File: config.mk
export PLATFORM = sky130hd
export DESIGN_NAME = priv_trap_seq
export DESIGN_NICKNAME = d
export VERILOG_FILES = /design/src/rtl/priv_trap_pkg.sv /design/src/rtl/priv_sr_force.sv /design/src/rtl/priv_frame_word.sv /design/src/rtl/priv_trap_seq.sv
export SDC_FILE = /design/constraint.sdc
export NUM_CORES = 1
export LEC_CHECK = 0
export ABC_AREA = 1
export CORE_ASPECT_RATIO = 1.5
export CORE_UTILIZATION = 42
export CTS_CLUSTER_DIAMETER = 80
export CTS_CLUSTER_SIZE = 12
export DETAILED_ROUTE_END_ITERATION = 10
export HOLD_SLACK_MARGIN = 0.03
export PLACE_DENSITY = 0.77
export RECOVER_POWER = 50
export SKIP_CTS_REPAIR_TIMING = 1
export SLEW_MARGIN = 20
export SYNTH_ARGS = -nofsm -noshare
export SYNTH_HDL_FRONTEND = slang
export SYNTH_SLANG_ARGS = --single-unit
File: constraint.sdc
create_clock -name clk -period 4.09 [get_ports clk]
set_input_delay 0.6135 -clock clk [delete_from_list [all_inputs] [get_ports clk]]
set_output_delay 0.6135 -clock clk [all_outputs]
set_load 0.005 [all_outputs]
File: src/rtl/priv_trap_pkg.sv
package priv_trap_pkg;

    typedef enum logic [2:0] {
        ST_IDLE,
        ST_SAVE,
        ST_PUSH,
        ST_VECFETCH,
        ST_DONE
    } trap_state_e;

    // Position of each word in the push sequence (first written = highest address)
    localparam logic [1:0] SLOT_FMT   = 2'd0;
    localparam logic [1:0] SLOT_PC_LO = 2'd1;
    localparam logic [1:0] SLOT_PC_HI = 2'd2;
    localparam logic [1:0] SLOT_SR    = 2'd3;

endpackage

File: src/rtl/priv_sr_force.sv
module priv_sr_force #(
    parameter int SR_W   = 16,
    parameter int S_BIT  = 13,
    parameter int T1_BIT = 15,
    parameter int T0_BIT = 14
) (
    input  logic [SR_W-1:0] sr_in,
    output logic [SR_W-1:0] sr_out
);
    // Set the supervisor bit, clear both trace controls, pass everything else
    for (genvar b = 0; b < SR_W; b++) begin : g_bit
        if (b == S_BIT) begin : g_set
            assign sr_out[b] = 1'b1;
        end else if (b == T1_BIT || b == T0_BIT) begin : g_clr
            assign sr_out[b] = 1'b0;
        end else begin : g_pass
            assign sr_out[b] = sr_in[b];
        end
    end
endmodule

File: src/rtl/priv_frame_word.sv
module priv_frame_word
    import priv_trap_pkg::*;
#(
    parameter int WORD_W  = 16,
    parameter int SR_W    = 16,
    parameter int VEC_NUM = 8,
    parameter int FMT_W   = 4
) (
    input  logic [1:0]          slot,
    input  logic [2*WORD_W-1:0] pc,
    input  logic [SR_W-1:0]     sr_saved,
    output logic [WORD_W-1:0]   word
);
    localparam int OFF_W = WORD_W - FMT_W;
    localparam logic [OFF_W-1:0] VEC_OFF = OFF_W'(VEC_NUM * 4);

    always_comb begin
        unique case (slot)
            SLOT_FMT:   word = {{FMT_W{1'b0}}, VEC_OFF};
            SLOT_PC_LO: word = pc[WORD_W-1:0];
            SLOT_PC_HI: word = pc[2*WORD_W-1:WORD_W];
            default:    word = WORD_W'(sr_saved);
        endcase
    end
endmodule

File: src/rtl/priv_trap_seq.sv
module priv_trap_seq
    import priv_trap_pkg::*;
#(
    parameter int WORD_W  = 16,
    parameter int SR_W    = 16,
    parameter int VEC_NUM = 8,
    parameter int S_BIT   = 13,
    parameter int T1_BIT  = 15,
    parameter int T0_BIT  = 14,
    localparam int ADDR_W = 2 * WORD_W
) (
    input  logic              clk,
    input  logic              rst_n,
    input  logic              viol_i,
    input  logic [ADDR_W-1:0] viol_pc_i,
    input  logic [SR_W-1:0]   sr_i,
    input  logic [ADDR_W-1:0] ssp_i,
    input  logic [ADDR_W-1:0] vbr_i,
    output logic              busy_o,
    output logic              sr_wr_o,
    output logic [SR_W-1:0]   sr_o,
    output logic              wr_req_o,
    output logic [ADDR_W-1:0] wr_addr_o,
    output logic [WORD_W-1:0] wr_data_o,
    input  logic              wr_ack_i,
    output logic [ADDR_W-1:0] ssp_o,
    output logic              rd_req_o,
    output logic [ADDR_W-1:0] rd_addr_o,
    input  logic              rd_ack_i,
    input  logic [ADDR_W-1:0] rd_data_i,
    output logic              resume_valid_o,
    output logic [ADDR_W-1:0] resume_addr_o
);
    localparam int WORD_BYTES = WORD_W / 8;
    localparam logic [ADDR_W-1:0] STEP = ADDR_W'(WORD_BYTES);
    localparam logic [ADDR_W-1:0] VEC_OFFSET = ADDR_W'(VEC_NUM) << 2;

    typedef struct packed {
        trap_state_e       st;
        logic [1:0]        slot;
        logic [ADDR_W-1:0] pc;
        logic [ADDR_W-1:0] sp;
        logic [ADDR_W-1:0] vbr;
        logic [ADDR_W-1:0] res;
        logic [SR_W-1:0]   sr_copy;
    } seq_t;

    seq_t s_d, s_q;
    logic [WORD_W-1:0] frame_word;
    logic [SR_W-1:0]   sr_forced;

    priv_sr_force #(
        .SR_W(SR_W), .S_BIT(S_BIT), .T1_BIT(T1_BIT), .T0_BIT(T0_BIT)
    ) u_force (
        .sr_in (s_q.sr_copy),
        .sr_out(sr_forced)
    );

    priv_frame_word #(
        .WORD_W(WORD_W), .SR_W(SR_W), .VEC_NUM(VEC_NUM)
    ) u_frame (
        .slot    (s_q.slot),
        .pc      (s_q.pc),
        .sr_saved(s_q.sr_copy),
        .word    (frame_word)
    );

    always_comb begin
        s_d = s_q;
        unique case (s_q.st)
            ST_IDLE: begin
                if (viol_i) begin
                    s_d.st      = ST_SAVE;
                    s_d.pc      = viol_pc_i;
                    s_d.sr_copy = sr_i;
                    s_d.sp      = ssp_i;
                    s_d.vbr     = vbr_i;
                    s_d.slot    = SLOT_FMT;
                end
            end
            ST_SAVE: s_d.st = ST_PUSH;
            ST_PUSH: begin
                if (wr_ack_i) begin
                    s_d.sp   = s_q.sp - STEP;
                    s_d.slot = s_q.slot + 2'd1;
                    if (s_q.slot == SLOT_SR) s_d.st = ST_VECFETCH;
                end
            end
            ST_VECFETCH: begin
                if (rd_ack_i) begin
                    s_d.res = rd_data_i;
                    s_d.st  = ST_DONE;
                end
            end
            ST_DONE: s_d.st = ST_IDLE;
            default: s_d.st = ST_IDLE;
        endcase
    end

    always_ff @(posedge clk) begin
        if (!rst_n) begin
            s_q <= '{st: ST_IDLE, slot: '0, pc: '0, sp: '0, vbr: '0, res: '0, sr_copy: '0};
        end else begin
            s_q <= s_d;
        end
    end

    assign busy_o         = (s_q.st != ST_IDLE);
    assign sr_wr_o        = (s_q.st == ST_SAVE);
    assign sr_o           = sr_forced;
    assign wr_req_o       = (s_q.st == ST_PUSH);
    assign wr_addr_o      = s_q.sp - STEP;
    assign wr_data_o      = frame_word;
    assign ssp_o          = s_q.sp;
    assign rd_req_o       = (s_q.st == ST_VECFETCH);
    assign rd_addr_o      = s_q.vbr + VEC_OFFSET;
    assign resume_valid_o = (s_q.st == ST_DONE);
    assign resume_addr_o  = s_q.res;

endmodule

Word-level counts from Yosys, hierarchy flattened
Index checks and enable logic that the tools add are counted.
{ "word_totals": {"register_bits": 149, "elab_cells": 38, "inputBits": 149} }
{ "op_classes": {"reduce_logical": 8, "muxes": 9, "n_addsub": 3, "eq_ne": 11} }
{ "ops": {"columns": ["cell", "count"], "rows": [
  ["2-to-1 mux 101 bit", 1],
  ["one-hot mux 32 bit (2 select lines)", 1],
  ["one-hot mux 16 bit (3 select lines)", 1],
  ["adder 32 x 6 -> 32 bit (second input constant)", 1],
  ["2-to-1 mux 32 bit", 1],
  ["subtractor 32 x 2 -> 32 bit (second input constant)", 1],
  ["one-hot mux 3 bit (4 select lines)", 1],
  ["== test 3 x 2 -> 1 bit (second input constant)", 2],
  ["2-to-1 mux 3 bit", 2],
  ["!= test 2 x 1 -> 1 bit (second input constant)", 3],
  ["2-to-1 mux 5 bit", 1],
  ["== test 2 bit (second input constant)", 2],
  ["one-hot mux 2 bit (2 select lines)", 1],
  ["AND reduction 2 bit", 2],
  ["AND reduction 4 bit", 1],
  ["== test 3 x 1 -> 1 bit (second input constant)", 1],
  ["== test 3 bit (second input constant)", 1],
  ["logical NOT 3 bit", 1],
  ["AND reduction 3 bit", 1],
  ["nonzero test 3 bit", 1],
  ["adder 2 x 1 -> 2 bit (second input constant)", 1],
  ["== test 2 x 1 -> 1 bit (second input constant)", 1],
  ["logical NOT 2 bit", 1],
  ["!= test 2 bit (second input constant)", 1],
  ["nonzero test 2 bit", 1]
]} }

Logic depth before layout (Yosys ltp)
{ "logic_depth": {"word_depth": 4, "mapped_depth": 11} }

Modules after synthesis
A second synthesis with hierarchy kept.
{ "unflattened": {"cells_unflattened": 1165, "area_unflattened_um2": 8184.1} }
{ "modules_own_cells": {"columns": ["module", "cells_each", "n_inst", "seq_area_each_um2", "area_each_um2"], "rows": [
  ["priv_trap_seq", 1069, 1, 2982.9, 7658.6],
  ["priv_frame_word", 78, 1, 0.0, 397.9],
  ["priv_sr_force", 18, 1, 0.0, 127.6]
]} }

Least setup slack after synthesis
OpenSTA, ideal clock, no wires.
{ "synth_timing": {"path_type": "register to output", "start": "reg s_q[54] in the netlist's numbering", "end": "out rd_addr_o[25]", "required_time_ns": 3.477, "stages_incl_launch_ff": 8, "arrival_ns": 1.428, "path_slack_ns": 2.048, "path_buffers": 0, "cell_sequence": "dfxtp_1 > ha_1 > nand2_1 > nor2_1 > nand4_1 > nor2_2 > nand3_1 > xor2_1"} }
{ "synth_via": {"elab_chain_cells": 1} }
{ "synth_rtl": {"columns": ["element", "line", "source"], "rows": [
  ["start: declaration", "priv_trap_seq.sv:48", "seq_t s_d, s_q;"],
  ["start signal: assignment", "priv_trap_seq.sv:102", "s_q <= '{st: ST_IDLE, slot: '0, pc: '0, sp: '0, vbr: '0, res: '0, sr_copy: '0};"],
  ["adder 32 x 6 -> 32 bit", "priv_trap_seq.sv:116", "assign rd_addr_o = s_q.vbr + VEC_OFFSET;"],
  ["end: declaration", "priv_trap_seq.sv:28", "output logic [ADDR_W-1:0] rd_addr_o,"]
]} }
No other way between the ends.

Final worst setup path
{ "layout_timing": {"start": "in viol_i", "end": "reg s_q (netlist bit ssp_o[4])"} }
{ "layout_via": {"elab_chain_cells": 2} }
{ "layout_rtl": {"columns": ["element", "line", "source"], "rows": [
  ["start: declaration", "priv_trap_seq.sv:14", "input logic viol_i,"],
  ["!= test 2 bit (no source line)", null, null],
  ["AND reduction 3 bit (no source line)", null, null]
]} }
No other way between the ends.
A chain may end at the register's enable or synchronous reset.

==> reports/results.ini <==
[sta]
max-slew-margin-rel=-0.387
tns_ns=0
fin_crit_sh=0.835
fin_ws_ns=0.676
clock_skew_ns=0.00639
fmax_mhz=293
worstMarginPinSlew_ns=2.08
layout_min_cycle_time_ns=3.41
maxSlewViolCount=73
hold_viol_final=0
rsz0062_at_grt=no
setup_viol=0
hold_ws_ns=0.453

[global_route]
grt_max_degree=112
grt_usage=0.253
grt_pass1_wl_mm=38.9
grt_pass1_vias=7684
antenna_found_initial=1
gr-total-overflow=0

[cells_and_area]
layout-drive-gt1-share=0.0412
nets=1478
areaGrowthSynthToFinish_pct=39.4
design_area_um2=11200
layout.cells.non_filler=1589

[drt]
drt_pass1_iterations=5
drtIter0Drc=498
drt-wirelength-per-cell_um=15.9
drc=0
ant_nets=0
viasPerCell=5.13
drt-total-wl_mm=25.2
vias=8154

[clocking]
clk_path_buf_depth=2
cts_num_sinks=149
numCtsBuffers=17
cts_tree=done
cts.reportedPaths.clkPinSlew_ns=0.06
cts_root_buf=clkbuf_16
htreeDepth=4
clock_latency_ns=0.43

[worst_setup_path]
max_stage_delay_ns=1.48
crit_family=buffers and inverters
reg2reg_from=s_q[147]
crit_cells=9
r2r-end=ssp_o[4]
r2r_cells=9
worst_path_max_delay_cell=inv_1
cp_common_cell=nand2_8
cp.arrival_ns=3.72
worst-r2r-setup-slack_ns=0.96
cp-end-kind=flop
worst_setup_path_start_kind=primary input
crit_fanout=73
worstSetupEndpoint=ssp_o[4]
cp.required_ns=4.39
crit_start=viol_i
cp_num_buf_inv=4
crit_chain=clkdlybuf4s50_1, inv_2, nor2_8, inv_1, nand2_8, nand2_8, inv_4, o21ai_0, a21oi_1
crit_type=in2reg

[power]
leakagePower_uw=0.00447
power_density_nw_per_um2=500
ir_drop_v=0.000268

[status]
failed_checks=max-capacitance violations, max-slew violations
status=finished with violations

[floorplanning]
die-area_um2=19700
die_y_um=172
coreArea_um2=18600
initial_core_util=0.432
rows=61
die-width_um=115
io_pins=314

[placed_design]
portBuffers=310
placed_cells=1556
place_hpwl_mm=18.1
dpl_cell_area_um2=10600
dpl_worst_slack_ns=1.18
gp_congestion=0.895

[synthesis]
synth_flop_cell=dfxtp_1
synth_cell_type_count=42
syn_area_per_cell_um2=7.09
syn-instance-count=1135
yosysWarnings=0
async_reset_ff_frac=0
synth_edf_count=0
ys_ff_latch=149
synth.cell_area_um2=8050
yosysSeqAreaShare=0.371

[run]
cap_violations=1

[worst_hold_path]
min_path_type=reg2reg

## cells by family (layout without fill, tap and decap cells)
| logic type | Yosys count | count (layout) | synth area share |
|---|---|---|---|
| buf+inv | 255 | 455 | 0.170 |
| flops | 149 | 149 | 0.371 |
| xor+xnor | 38 | 38 | 0.0413 |
| other cells | 2 | 4 | 0.000933 |
| fa+ha+maj | 6 | 6 | 0.00933 |
| simple gates | 367 | 367 | 0.200 |
| compound gates | 318 | 318 | 0.208 |
## layout by cell type, fill, tap and decap left out, types with 5 or more instances in the layout
| master | netlist | layout |
|---|---|---|
| clkdlybuf4s50_1 | 0 | 221 |
| nand2_1 | 160 | 160 |
| dfxtp_1 | 149 | 149 |
| a21oi_1 | 128 | 128 |
| o21ai_0 | 127 | 127 |
| nor2_1 | 105 | 105 |
| inv_1 | 100 | 101 |
| dlygate4sd3_1 | 0 | 88 |
| nand3_1 | 62 | 62 |
| xor2_1 | 29 | 29 |
| a31oi_1 | 28 | 28 |
| clkbuf_16 | 0 | 17 |
| o22ai_1 | 15 | 15 |
| nor3_1 | 11 | 11 |
| o21ai_1 | 9 | 9 |
| nand4_1 | 9 | 9 |
| xnor2_1 | 9 | 9 |
| and2_1 | 8 | 8 |
| ha_1 | 6 | 6 |
| buf_4 | 87 | 6 |
| bufinv_16 | 0 | 5 |
## flip-flops by register name (all words and copies together), names as in the netlist
| signal | cells |
|---|---|
| s_q | 85 |
| resume_addr_o | 32 |
| ssp_o | 32 |
## power by group
group	leakage (µW)	switching (µW)	internal [µW]
Combinational	0.00292	1050	946
Sequential	0.00123	190	1660
Clock	0.000324	640	1120
## worst min-delay path, stage by stage, from the launching register on
cell and delay [ns]:
dfxtp_1 0.30, inv_1 0.06, a21oi_1 0.05
## cells in the mapped netlist, types with 4 or more instances
library cell	instances	area, µm²
nand2_1	160	601
xnor2_1	9	78.8
o22ai_1	15	93.8
o21bai_1	4	30.0
nand3_1	62	310
inv_1	100	375
buf_6	6	67.6
o21ai_1	9	45.0
a31oi_1	28	175
xor2_1	29	254
nor3_1	11	55.1
o21ai_0	127	636
nand4_1	9	56.3
a21oi_1	128	641
ha_1	6	75.1
buf_4	87	653
dfxtp_1	149	2980
clkbuf_1	36	135
buf_2	15	75.1
and2_1	8	50.1
nor2_1	105	394
## per-stage QoR
step | total power [µW] | utilization
2_1_floorplan | 3050 | -
3_3_place_gp | 3890 | 0.568
3_5_place_dp | 3910 | 0.568
4_1_cts | 5690 | 0.603
5_1_grt | 5930 | 0.603
6_report | 5610 | 0.603
## layer usage
layer,vias to the layer above,GRT usage,wire (µm)
li1,4047,-,-
met1,3727,0.271,9560
met5,-,0,0
met4,0,0.141,1150
met2,313,0.455,13000
met3,67,0.0567,1480
## final cells by class
type,count,area (µm²)
fillers,1745,7400
multi-input cells,732,3700
repair buffers,316,3160
flip-flops and latches,149,2980
clock buffers,20,457
inverters,107,404
well taps,252,315
clock inverters,12,200
diodes,1,2.50
## worst min path at each step
stage / from / to / slack, ns / depth (start not counted)
floorplan: s_q[13] / s_q[13] / 0.42 / 2
global placement: s_q[118] / s_q[118] / 0.44 / 2
detailed placement: s_q[124] / s_q[124] / 0.44 / 2
CTS: s_q[124] / s_q[124] / 0.45 / 2
global route: s_q[137] / s_q[137] / 0.47 / 2
finish: s_q[130] / s_q[130] / 0.45 / 2
No activity file was read; power rests on OpenSTA's default activity.
